===== src/rtl/flash_cmd_pkg.sv =====
package flash_cmd_pkg;

  typedef enum logic [2:0] {
    S_IDLE,
    S_UNL1,
    S_UNL2,
    S_LOAD,
    S_EXT3,
    S_EXT4,
    S_EXT5
  } seq_state_t;

  localparam logic [7:0] C_KEY1   = 8'hAA;
  localparam logic [7:0] C_KEY2   = 8'h55;
  localparam logic [7:0] C_PROT   = 8'hA0;
  localparam logic [7:0] C_EXT    = 8'h80;
  localparam logic [7:0] C_IDEXIT = 8'hF0;
  localparam logic [7:0] C_UNPROT = 8'h20;
  localparam logic [7:0] C_ERASE  = 8'h10;
  localparam logic [7:0] C_IDENT  = 8'h60;

  typedef struct packed {
    logic at_a1;
    logic at_a2;
    logic key1;
    logic key2;
    logic prot;
    logic ext;
    logic idexit;
    logic unprot;
    logic erase;
    logic ident;
  } hit_t;

endpackage


===== src/rtl/cmd_match.sv =====
module cmd_match
  import flash_cmd_pkg::*;
#(
  parameter int CMP_W = 15,
  parameter int DATA_W = 8,
  parameter logic [CMP_W-1:0] ADDR_K1 = 15'h5555,
  parameter logic [CMP_W-1:0] ADDR_K2 = 15'h2AAA
) (
  input  logic [CMP_W-1:0]  addr_lo,
  input  logic [DATA_W-1:0] data,
  output hit_t              hit
);
  always_comb begin
    hit.at_a1  = (addr_lo == ADDR_K1);
    hit.at_a2  = (addr_lo == ADDR_K2);
    hit.key1   = (data == DATA_W'(C_KEY1));
    hit.key2   = (data == DATA_W'(C_KEY2));
    hit.prot   = (data == DATA_W'(C_PROT));
    hit.ext    = (data == DATA_W'(C_EXT));
    hit.idexit = (data == DATA_W'(C_IDEXIT));
    hit.unprot = (data == DATA_W'(C_UNPROT));
    hit.erase  = (data == DATA_W'(C_ERASE));
    hit.ident  = (data == DATA_W'(C_IDENT));
  end
endmodule


===== src/rtl/cmd_fsm.sv =====
module cmd_fsm
  import flash_cmd_pkg::*;
#(
  parameter int ADDR_W = 17,
  parameter int DATA_W = 8
) (
  input  logic              clk,
  input  logic              rst,
  input  logic              wr_en,
  input  logic [ADDR_W-1:0] wr_addr,
  input  logic [DATA_W-1:0] wr_data,
  input  logic              tmo,
  input  hit_t              hit,
  output logic              load_pulse,
  output logic [ADDR_W-1:0] load_addr,
  output logic [DATA_W-1:0] load_data,
  output logic              erase_pulse,
  output logic              viol_pulse,
  output logic              prot_q,
  output logic              id_q
);
  seq_state_t st, nxt;
  logic do_load, do_viol, do_erase, set_p, clr_p, set_id, clr_id, stray;

  always_comb begin
    nxt = st;
    do_load = 1'b0; do_viol = 1'b0; do_erase = 1'b0;
    set_p = 1'b0; clr_p = 1'b0; set_id = 1'b0; clr_id = 1'b0;
    stray = 1'b0;
    if (tmo) begin
      nxt = S_IDLE;
    end else if (wr_en) begin
      case (st)
        S_IDLE: if (hit.at_a1 && hit.key1) nxt = S_UNL1; else stray = 1'b1;
        S_UNL1: if (hit.at_a2 && hit.key2) nxt = S_UNL2; else stray = 1'b1;
        S_UNL2: begin
          if (hit.at_a1 && hit.prot) begin
            set_p = 1'b1;
            nxt = S_LOAD;
          end else if (hit.at_a1 && hit.ext) begin
            nxt = S_EXT3;
          end else if (hit.at_a1 && hit.idexit) begin
            clr_id = 1'b1;
            nxt = S_IDLE;
          end else begin
            stray = 1'b1;
          end
        end
        S_LOAD: do_load = 1'b1;
        S_EXT3: if (hit.at_a1 && hit.key1) nxt = S_EXT4; else stray = 1'b1;
        S_EXT4: if (hit.at_a2 && hit.key2) nxt = S_EXT5; else stray = 1'b1;
        S_EXT5: begin
          nxt = S_IDLE;
          if (hit.at_a1 && hit.unprot)     clr_p = 1'b1;
          else if (hit.at_a1 && hit.erase) do_erase = 1'b1;
          else if (hit.at_a1 && hit.ident) set_id = 1'b1;
          else stray = 1'b1;
        end
        default: nxt = S_IDLE;
      endcase
      if (stray) begin
        nxt = S_IDLE;
        if (prot_q) do_viol = 1'b1;
        else        do_load = 1'b1;
      end
    end
  end

  always_ff @(posedge clk) begin
    if (rst) begin
      st <= S_IDLE;
      load_pulse <= 1'b0;
      load_addr <= '0;
      load_data <= '0;
      erase_pulse <= 1'b0;
      viol_pulse <= 1'b0;
      prot_q <= 1'b0;
      id_q <= 1'b0;
    end else begin
      st <= nxt;
      load_pulse <= do_load;
      erase_pulse <= do_erase;
      viol_pulse <= do_viol;
      if (do_load) begin
        load_addr <= wr_addr;
        load_data <= wr_data;
      end
      if (set_p)      prot_q <= 1'b1;
      else if (clr_p) prot_q <= 1'b0;
      if (set_id)      id_q <= 1'b1;
      else if (clr_id) id_q <= 1'b0;
    end
  end
endmodule


===== src/rtl/id_rom.sv =====
module id_rom #(
  parameter int DATA_W = 8,
  parameter logic [DATA_W-1:0] MFR_CODE = 8'hBF,
  parameter logic [DATA_W-1:0] DEV_CODE = 8'h07
) (
  input  logic              clk,
  input  logic              rst,
  input  logic              id_on,
  input  logic              sel,
  output logic [DATA_W-1:0] id_byte
);
  always_ff @(posedge clk) begin
    if (rst)        id_byte <= '0;
    else if (!id_on) id_byte <= '0;
    else            id_byte <= sel ? DEV_CODE : MFR_CODE;
  end
endmodule


===== src/rtl/flash_cmd_seq.sv =====
module flash_cmd_seq
  import flash_cmd_pkg::*;
#(
  parameter int ADDR_W = 17,
  parameter int DATA_W = 8,
  parameter int CMP_W = 15,
  parameter logic [CMP_W-1:0] ADDR_K1 = 15'h5555,
  parameter logic [CMP_W-1:0] ADDR_K2 = 15'h2AAA,
  parameter logic [DATA_W-1:0] MFR_CODE = 8'hBF,
  parameter logic [DATA_W-1:0] DEV_CODE = 8'h07
) (
  input  logic              clk,
  input  logic              rst,
  input  logic              wr_en,
  input  logic [ADDR_W-1:0] wr_addr,
  input  logic [DATA_W-1:0] wr_data,
  input  logic              load_timeout,
  input  logic              rd_a0,
  output logic              load_pulse,
  output logic [ADDR_W-1:0] load_addr,
  output logic [DATA_W-1:0] load_data,
  output logic              erase_pulse,
  output logic              viol_pulse,
  output logic              prot_flag,
  output logic              id_flag,
  output logic [DATA_W-1:0] id_byte
);
  hit_t hit;

  cmd_match #(.CMP_W(CMP_W), .DATA_W(DATA_W), .ADDR_K1(ADDR_K1), .ADDR_K2(ADDR_K2)) u_match (
    .addr_lo(wr_addr[CMP_W-1:0]),
    .data(wr_data),
    .hit(hit)
  );

  cmd_fsm #(.ADDR_W(ADDR_W), .DATA_W(DATA_W)) u_fsm (
    .clk(clk), .rst(rst), .wr_en(wr_en), .wr_addr(wr_addr), .wr_data(wr_data),
    .tmo(load_timeout), .hit(hit),
    .load_pulse(load_pulse), .load_addr(load_addr), .load_data(load_data),
    .erase_pulse(erase_pulse), .viol_pulse(viol_pulse),
    .prot_q(prot_flag), .id_q(id_flag)
  );

  id_rom #(.DATA_W(DATA_W), .MFR_CODE(MFR_CODE), .DEV_CODE(DEV_CODE)) u_id (
    .clk(clk), .rst(rst), .id_on(id_flag), .sel(rd_a0), .id_byte(id_byte)
  );
endmodule


===== config.mk =====
export PLATFORM = sky130hd
export DESIGN_NAME = flash_cmd_seq
export DESIGN_NICKNAME = d
export VERILOG_FILES = /design/src/rtl/flash_cmd_pkg.sv /design/src/rtl/cmd_match.sv /design/src/rtl/cmd_fsm.sv /design/src/rtl/id_rom.sv /design/src/rtl/flash_cmd_seq.sv
export SDC_FILE = /design/constraint.sdc
export NUM_CORES = 1
export LEC_CHECK = 0
export ABC_AREA = 1
export CORE_MARGIN = 4
export CORE_UTILIZATION = 40
export DETAILED_ROUTE_END_ITERATION = 7
export GPL_ROUTABILITY_DRIVEN = 0
export GPL_TIMING_DRIVEN = 0
export PLACE_DENSITY = 0.75
export SETUP_SLACK_MARGIN = 0.3
export SLEW_MARGIN = 20
export SYNTH_ARGS = -nofsm -noshare
export SYNTH_HDL_FRONTEND = slang
export SYNTH_SLANG_ARGS = --single-unit

===== constraint.sdc =====
create_clock -name clk -period 3.51 [get_ports clk]
set_input_delay 0.8775 -clock clk [delete_from_list [all_inputs] [get_ports clk]]
set_output_delay 0.8775 -clock clk [all_outputs]
set_load 0.05 [all_outputs]

### After elaboration in Yosys (flattened, before gate mapping)

Cells that the tools add are included.

* bitwise operators: 4
* muxes and demuxes: 52
* reductions and logical operators: 18
* equal/unequal tests: 22

Operator list (count)
* $mux W1: 41
* $eq A8 B8 Y1 const B: 4
* $mux W3: 8
* $pmux W3 S6: 1
* $eq A8 B7 Y1 const B: 2
* $eq A15 B14 Y1 const B: 1
* $eq A15 B15 Y1 const B: 1
* $ne A3 B1 Y1 const B: 4
* $eq A3 B3 Y1 const B: 3
* $eq A8 B5 Y1 const B: 1
* $eq A8 B6 Y1 const B: 1
* $logic_and A1 B1 Y1: 8
* $mux W8: 1
* $reduce_or A2 Y1: 4
* $reduce_and A7 Y1: 1
* $eq A3 B2 Y1 const B: 2
* $ne A5 B1 Y1 const B: 1
* $reduce_or A5 Y1: 1
* $not A1 Y1: 4
* $pmux W1 S4: 1
* $reduce_bool A2 Y1: 2
* $reduce_or A4 Y1: 1
* $eq A3 B1 Y1 const B: 1
* $logic_not A3 Y1: 1
* $ne A2 B1 Y1 const B: 1

* register bits after elaboration: 41
* logic and storage cells: 105
* input bits: 30
* output and inout bits: 38

### Logic depth before layout (Yosys ltp)

Gate-level depths: netlist of run 1.

* word-level depth: 11
* depth in mapped cells: 15
* gate-level depth less buffers: 14

### Hierarchy

A second synthesis of run 1 with hierarchy kept.

* cells, all modules: 317
* area, all modules: 2023.2 um^2

Modules (own cells, without submodules)
* cmd_fsm: cells each 242, instances 1, area each 1652.8 um^2
* cmd_match: cells each 62, instances 1, area each 261.5 um^2
* id_rom: cells each 13, instances 1, area each 108.9 um^2

### Least setup slack after synthesis of run 1

Ideal clock, no wire load.

* path kind: input-to-reg
* from: input port wr_data[1]
* to: register u_fsm.load_addr[12]
* cell stages on the path: 13
* data required time: 3.400 ns
* path buffers: 1
* arrival: 2.098 ns
* path slack: 1.302 ns
* cells stage by stage: nor2_1 > nand2_2 > nor2_1 > nand3_1 > nand2_1 > nor2_1 > nor2_2 > nand3_1 > nand3_4 > buf_6 > nand2_1 > inv_1 > nor2_1

* word-level cells in the longest chain between the ends: 11
* elaborated cells between the ends (all ways): 30
* classes of those cells: 8 x eq/ne; 14 x mux; 8 x reduce/logical

RTL lines
* start, declared: RTL line flash_cmd_seq.sv:16 `input logic [DATA_W-1:0] wr_data,`
* $eq A8 B7 Y1 or $eq A8 B8 Y1 (tied branches): RTL line cmd_match.sv:23, cmd_match.sv:20
* $logic_and A1 B1 Y1, on equally long branches: RTL line cmd_fsm.sv:56, cmd_fsm.sv:42
* $mux W1, on equally long branches: RTL line cmd_fsm.sv:56, cmd_fsm.sv:42
* $mux W1, on equally long branches: RTL line cmd_fsm.sv:55, cmd_fsm.sv:40
* $mux W1, on equally long branches: RTL line cmd_fsm.sv:54, cmd_fsm.sv:37
* $pmux W1 S4 *: RTL line cmd_fsm.sv:33 `case (st)`
* $mux W1 *: RTL line cmd_fsm.sv:32 `end else if (wr_en) begin`
* $mux W1 *: RTL line cmd_fsm.sv:30 `if (tmo) begin`
* $mux W1 *: RTL line cmd_fsm.sv:61 `if (stray) begin`
* $mux W1 *: RTL line cmd_fsm.sv:32
* $mux W1 *: RTL line cmd_fsm.sv:30
* end signal, assigned: RTL line cmd_fsm.sv:85 `load_addr <= wr_addr;`
* end, declared: RTL line cmd_fsm.sv:15 `output logic [ADDR_W-1:0] load_addr,`

Every way passes the cells marked *; elsewhere a longest branch is shown, timed or not. The select of a mux whose other input is x is not followed.
A chain may end at the register's enable or synchronous reset.

### Worst setup path in the final report of run 1

* from: input port wr_data[6]
* to: register u_fsm.load_addr[8]

Same word-level chain as after synthesis.

==> results of run 1 <==
[synthesized netlist by cell type]
cell       number  area share
inv_1          84        0.15
nand2_1        74        0.13
nor2_1         61        0.11
nand3_1        41       0.096
dfxtp_1        35        0.33
inv_2          10       0.018
nand2_2         8       0.024
buf_4           6       0.021
nand4_1         6       0.018
clkbuf_1        5      0.0088
nor2_2          5       0.015
buf_6           4       0.021
o21ai_0         4      0.0094
a21oi_1         3      0.0071
nor3_1          3      0.0071
and2_1          1      0.0029
and3_1          1      0.0029
clkinv_1        1      0.0018
conb_1          1      0.0018
nand3_2         1      0.0047
nand3_4         1      0.0082
nor4_1          1      0.0029
o2111ai_1       1      0.0041
o211ai_1        1      0.0035
o21ai_1         1      0.0024
o32ai_1         1      0.0041
[worst max-delay path by stage]
| stage | start | to | slack [ns] | cells past startpoint |
|---|---|---|---|---|
| 3_3_place_gp | wr_data[6] | u_fsm.load_addr[6] | 0.49 | 15 |
| 3_5_place_dp | wr_data[6] | u_fsm.load_data[7] | 0.48 | 15 |
| 4_1_cts | wr_data[6] | u_fsm.load_addr[8] | 0.78 | 15 |
| 5_1_grt | wr_data[6] | u_fsm.load_addr[6] | 0.59 | 16 |
| 6_report | wr_data[6] | u_fsm.load_addr[8] | 0.75 | 15 |
| 2_1_floorplan | wr_data[1] | u_fsm.load_addr[12] | 1.30 | 13 |
[worst max-delay path: cells and delay by family]
family	cells	cell delay, ns
AND/OR/NAND/NOR	11	1.25
buffers and inverters	4	0.83
[layer usage]
metal	global-route usage	up-vias	wire (um)
met4	0.0693	0	59
li1	-	1198	-
met3	0.0421	7	376
met1	0.214	940	2480
met5	0	-	0
met2	0.279	79	2430
[layout make-up]
| cell class | instances | area [um^2] | area share |
|---|---|---|---|
| Timing Repair Buffer | 66 | 661 | 0.222 |
| Inverter | 95 | 357 | 0.120 |
| Clock buffer | 8 | 100 | 0.0336 |
| Buffer | 15 | 109 | 0.0366 |
| Multi-Input combinational cell | 215 | 961 | 0.323 |
| Tap cell | 70 | 87.6 | 0.0294 |
| Sequential cell | 35 | 701 | 0.235 |
[cells by family (layout without fill, tap and decap cells)]
| logic type | count (synthesis) | count (layout) | synth area share |
|---|---|---|---|
| AND/OR/NAND/NOR | 203 | 203 | 0.419 |
| buffers and inverters | 110 | 184 | 0.219 |
| flip-flops | 35 | 35 | 0.329 |
| AO/OA/AOI/OAI | 11 | 11 | 0.0306 |
| other | 1 | 1 | 0.00176 |
[flip-flops by register name (all words and copies together) (netlist names)]
signal	flops
u_fsm.id_q	1
u_fsm.load_pulse	1
u_id.id_byte	2
u_fsm.load_addr	17
u_fsm.load_data	8
u_fsm.viol_pulse	1
u_fsm.prot_q	1
u_fsm.st	3
u_fsm.erase_pulse	1
[per-stage QoR]
| step | hold slack [ns] | std cells |
|---|---|---|
| after global placement | 0.484 | 496 |
| after global routing | 0.527 | 504 |
| final | 0.502 | 504 |
| after floorplan | 0.467 | 360 |
| after CTS | 0.505 | 504 |
| after detailed placement | 0.496 | 496 |
[report_power, final]
part           leakage, nW  internal, mW  switching, mW  total (mW)
clock               0.0515         0.179          0.133       0.312
combinational         1.13         0.103          0.169       0.272
sequential           0.287         0.418        0.00997       0.428
total                 1.47         0.701          0.312        1.01
==> metrics.yaml, run 1 <==
end_kind: "flop"
start_util: 0.414
finalNetCount: 463
synthCells: 360
tightest_slew_ns: 0.507
power_density_nw_per_um2: 340
min_from: "u_fsm.st[0]"
grt_max_degree: 11
slew_viol_final: 0
utilization: 0.579
whs_endpoint: "u_fsm.st[0]"
status: "completed"
cts.sinks: 35
grt_overflow: 0
path_class: "in -> reg"
finalCritPeriodShare: 0.788
hold_path_class: "reg -> reg"
core_area_um2: 5140
drt-vias-per-instance: 4.41
drc_errors: 0
ios: 68
drt_wl_total_um: 5340
finalSetupViolCount: 0
timing.rr.start: "u_fsm.st[1]"
drtAntennaViolNets: 0
p_leak_nw: 1.47
n_fill_cell: 519
io_buffers: 66
ys_types: 26
insertion_delay_ns: 0.28
yosysSeqAreaShare: 0.329
critPathMostFrequentCell: "nand2_1"
finalWorstSetupSlack_ns: 0.746
reg2reg_slack_ns: 1.82
skew_ns: 0.00450
final_common_cell: "inv_1"
totalPowerFinal_mw: 1.01
ff2ff_path_depth: 9
synthesis.area_um2: 2130
root_buffer: "clkbuf_8"
layout_min_cycle_time_ns: 2.76
post_drt_wl_per_cell_um: 10.6
timing.fmax_mhz: 362
drv_cap: 0
area_growth_pct: 39.9
ir_drop_mv: 0.191
ys_ff_latch: 35
critPathRequiredTime_ns: 3.69
hold_viol: 0
numCtsBuffers: 5
ctsHoldBuffers: 0
drt-initial-drc-count: 136
cts_setup_buffers: 0
final_cell_mix: "inv_1 (84), nand2_1 (74), clkdlybuf4s50_1 (66)"
cts_resized: 0
first_pass_iters: 5
grt_pass1_wl_um: 8760
crit_arrival_ns: 2.94
rsz0062_at_grt: "no"
grtUsageTotal: 0.171
grt_antenna_before_repair: 0
relSlewSlack: 0.661
vias: 2224
cp_max_fo: 10
die_area_um2: 6550
cts_tree: "yes"
hpwl_um: 4250
stdcell_area_um2: 2980
avgSynthCellArea_um2: 5.91
cp_cell_sequence: "clkdlybuf4s50_1 -> inv_1 -> nor2_1 -> nand2_1 -> nor2_1 -> nand3_1 -> nand2_1 -> nand2_1 -> nor2_2 -> nand3_1 -> nand3_4 -> buf_6 -> nand2_1 -> inv_1 -> nor2_1"
place_ws_ns: 0.478
cts-htree-levels: 2
dieHeight_um: 80.9
clk_path_buf_depth: 2
drive_gt1_frac: 0.0968
crit_slowest_cell: "clkdlybuf4s50_1"
placed_area_um2: 2880
synthesis.nets: 390
grt_pass1_vias: 2009
yosysWarnings: 0
tns_ns: 0
row_count: 26
cp_slowest_stage_delay_ns: 0.53
diodes: 0
clk_pin_slew_ns: 0.06
dieWidth_um: 80.9
start_kind: "input pin"
r2r-end: "u_fsm.load_addr[3]"
min_path_cells: 2
Note: power is estimated with default switching activity, not from simulation.
==> inputs of run 2 (changes only) <==
--- a/config.mk
+++ b/config.mk
@@ -11,7 +11,7 @@
 export DETAILED_ROUTE_END_ITERATION = 7
 export GPL_ROUTABILITY_DRIVEN = 0
 export GPL_TIMING_DRIVEN = 0
-export PLACE_DENSITY = 0.75
+export PLACE_DENSITY = 0.77
 export SETUP_SLACK_MARGIN = 0.3
 export SLEW_MARGIN = 20
 export SYNTH_ARGS = -nofsm -noshare
==> constraint.sdc (replaced) <==
create_clock -name clk -period 2.5 [get_ports clk]
set_input_delay 0.625 -clock clk [delete_from_list [all_inputs] [get_ports clk]]
set_output_delay 0.625 -clock clk [all_outputs]
set_load 0.05 [all_outputs]
==> metrics.yaml, run 2 (synthesis results as in run 1) <==
status: "completed"
tns_ns: 0
timing.fmax_mhz: 455
numCtsBuffers: 5
stdcell_area_um2: 3330
utilization: 0.647
cts-htree-levels: 2
path_class: "in -> reg"
core_area_um2: 5140
clk_pin_slew_ns: 0.07
die_area_um2: 6550
cp_cell_sequence: "dlygate4sd2_1 -> nor2_4 -> nand2_4 -> nor2_4 -> nand3_1 -> nand2_1 -> nor2_1 -> nor2_4 -> nand3_2 -> nand3_4 -> buf_8 -> nand2_1 -> inv_1 -> nor2_2"
dieHeight_um: 80.9
finalSetupViolCount: 0
ios: 68
drc_errors: 0
final_common_cell: "inv_1"
rsz0062_at_grt: "no"
cts.sinks: 35
critPathMostFrequentCell: "nor2_4"
grt_antenna_before_repair: 0
insertion_delay_ns: 0.29
io_buffers: 66
skew_ns: 0.00364
drt-initial-drc-count: 155
ctsHoldBuffers: 0
row_count: 26
diodes: 0
drt-vias-per-instance: 4.79
grt_overflow: 0
final_cell_mix: "inv_1 (82), nand2_1 (65), nor2_1 (45)"
slew_viol_final: 0
ir_drop_mv: 0.281
tightest_slew_ns: 0.513
placed_area_um2: 2880
root_buffer: "clkbuf_8"
drt_wl_total_um: 6790
end_kind: "flop"
grt_max_degree: 11
critPathRequiredTime_ns: 2.69
start_kind: "input pin"
drive_gt1_frac: 0.237
drv_cap: 0
crit_buf_inv: 3
cp_max_fo: 6
top_regs: "u_fsm.load_addr (17), u_fsm.load_data (8), u_fsm.st (3)"
largest-register: "u_fsm.load_addr"
vias: 2534
hold_path_class: "reg -> reg"
post_drt_wl_per_cell_um: 12.8
critPathTopFamily: "simple AND/OR/NAND/NOR gates"
hold_viol: 0
clk_path_buf_depth: 2
cts_tree: "yes"
p_leak_nw: 1.67
largest_register_ffs: 17
crit_arrival_ns: 2.39
crit_slowest_cell: "dlygate4sd2_1"
grtUsageTotal: 0.199
first_pass_iters: 4
power_density_nw_per_um2: 428
hpwl_um: 4230
cp_slowest_stage_delay_ns: 0.30
finalWorstSetupSlack_ns: 0.301
drtAntennaViolNets: 0
layout_min_cycle_time_ns: 2.20
area_growth_pct: 56.4
place_ws_ns: -0.281
finalCritPeriodShare: 0.879
start_util: 0.414
grt_pass1_wl_um: 10200
relSlewSlack: 0.657
dieWidth_um: 80.9
finalNetCount: 488
hold_ws_ns: 0.506
grt_pass1_vias: 2316
==> run 2: changes by cell type in the layout (fill, tap and decap cells not counted), sizes merged <==
cell / delta
buf: +25
clkbuf: +6
clkdlybuf4s15: +4
clkdlybuf4s50: -26
clkinv: +1
dlygate4sd2: +15
==> run 2: layout make-up <==
| cell class | instances | area, um^2 |
|---|---|---|
| flip-flops and latches | 35 | 701 |
| multi-input cells | 215 | 1160 |
| clock buffers | 7 | 76.3 |
| plain buffers | 15 | 115 |
| fillers | 476 | 1810 |
| well taps | 70 | 87.6 |
| repair buffers | 91 | 822 |
| inverters | 95 | 357 |
| clock inverters | 1 | 5.00 |
==> run 2: worst paths after layout <==
kind	cells after the start	end	start	slack (ns)
worst min-delay path	2	u_fsm.viol_pulse	u_fsm.prot_q	0.51
worst min register to register	2	u_fsm.viol_pulse	u_fsm.prot_q	0.51
worst max register to register	12	u_fsm.load_addr[8]	u_fsm.st[0]	0.71
worst max-delay path	14	u_fsm.load_addr[6]	wr_data[1]	0.30
==> run 2: per-layer routing <==
layer	vias up	routed length [um]	GRT usage
met2	118	3350	0.366
met3	35	471	0.0488
li1	1250	-	-
met4	0	304	0.0642
met5	-	0	0
met1	1131	2660	0.222
==> run 2: worst min-delay path: stages, from the launching register on <==
cell	delay (ns)
dfxtp_1	0.34
nand4_1	0.09
inv_1	0.04
==> run 2: what timing repair did <==
item | in CTS | in global routing
gates resized for setup | 58 | 48
buffers inserted | 19 | 4
gates cloned | 2 | 0
endpoints found under the setup margin | 32 | 29
pin swaps | 17 | 29
==> run 2: per-stage QoR <==
stage                     total power [mW]  instances
after CTS                             1.41        525
final                                 1.43        529
after global routing                  1.50        529
after global placement               0.992        496
after detailed placement             0.996        496
after floorplan                      0.855        360
==> run 2: power by group <==
part | leakage [nW] | internal [mW] | switching [mW] | total [mW]
Sequential | 0.287 | 0.587 | 0.0139 | 0.601
Clock | 0.0422 | 0.196 | 0.206 | 0.401
Combinational | 1.34 | 0.157 | 0.266 | 0.423
Total | 1.67 | 0.940 | 0.485 | 1.43
==> inputs of run 3 (changes only) <==
--- a/config.mk
+++ b/config.mk
@@ -8,6 +8,7 @@
 export ABC_AREA = 1
 export CORE_MARGIN = 4
 export CORE_UTILIZATION = 40
+export CTS_CLUSTER_DIAMETER = 30
 export DETAILED_ROUTE_END_ITERATION = 7
 export GPL_ROUTABILITY_DRIVEN = 0
 export GPL_TIMING_DRIVEN = 0
==> results of run 3 <==
Final layout, timing and power as in run 2 (identical DEF).
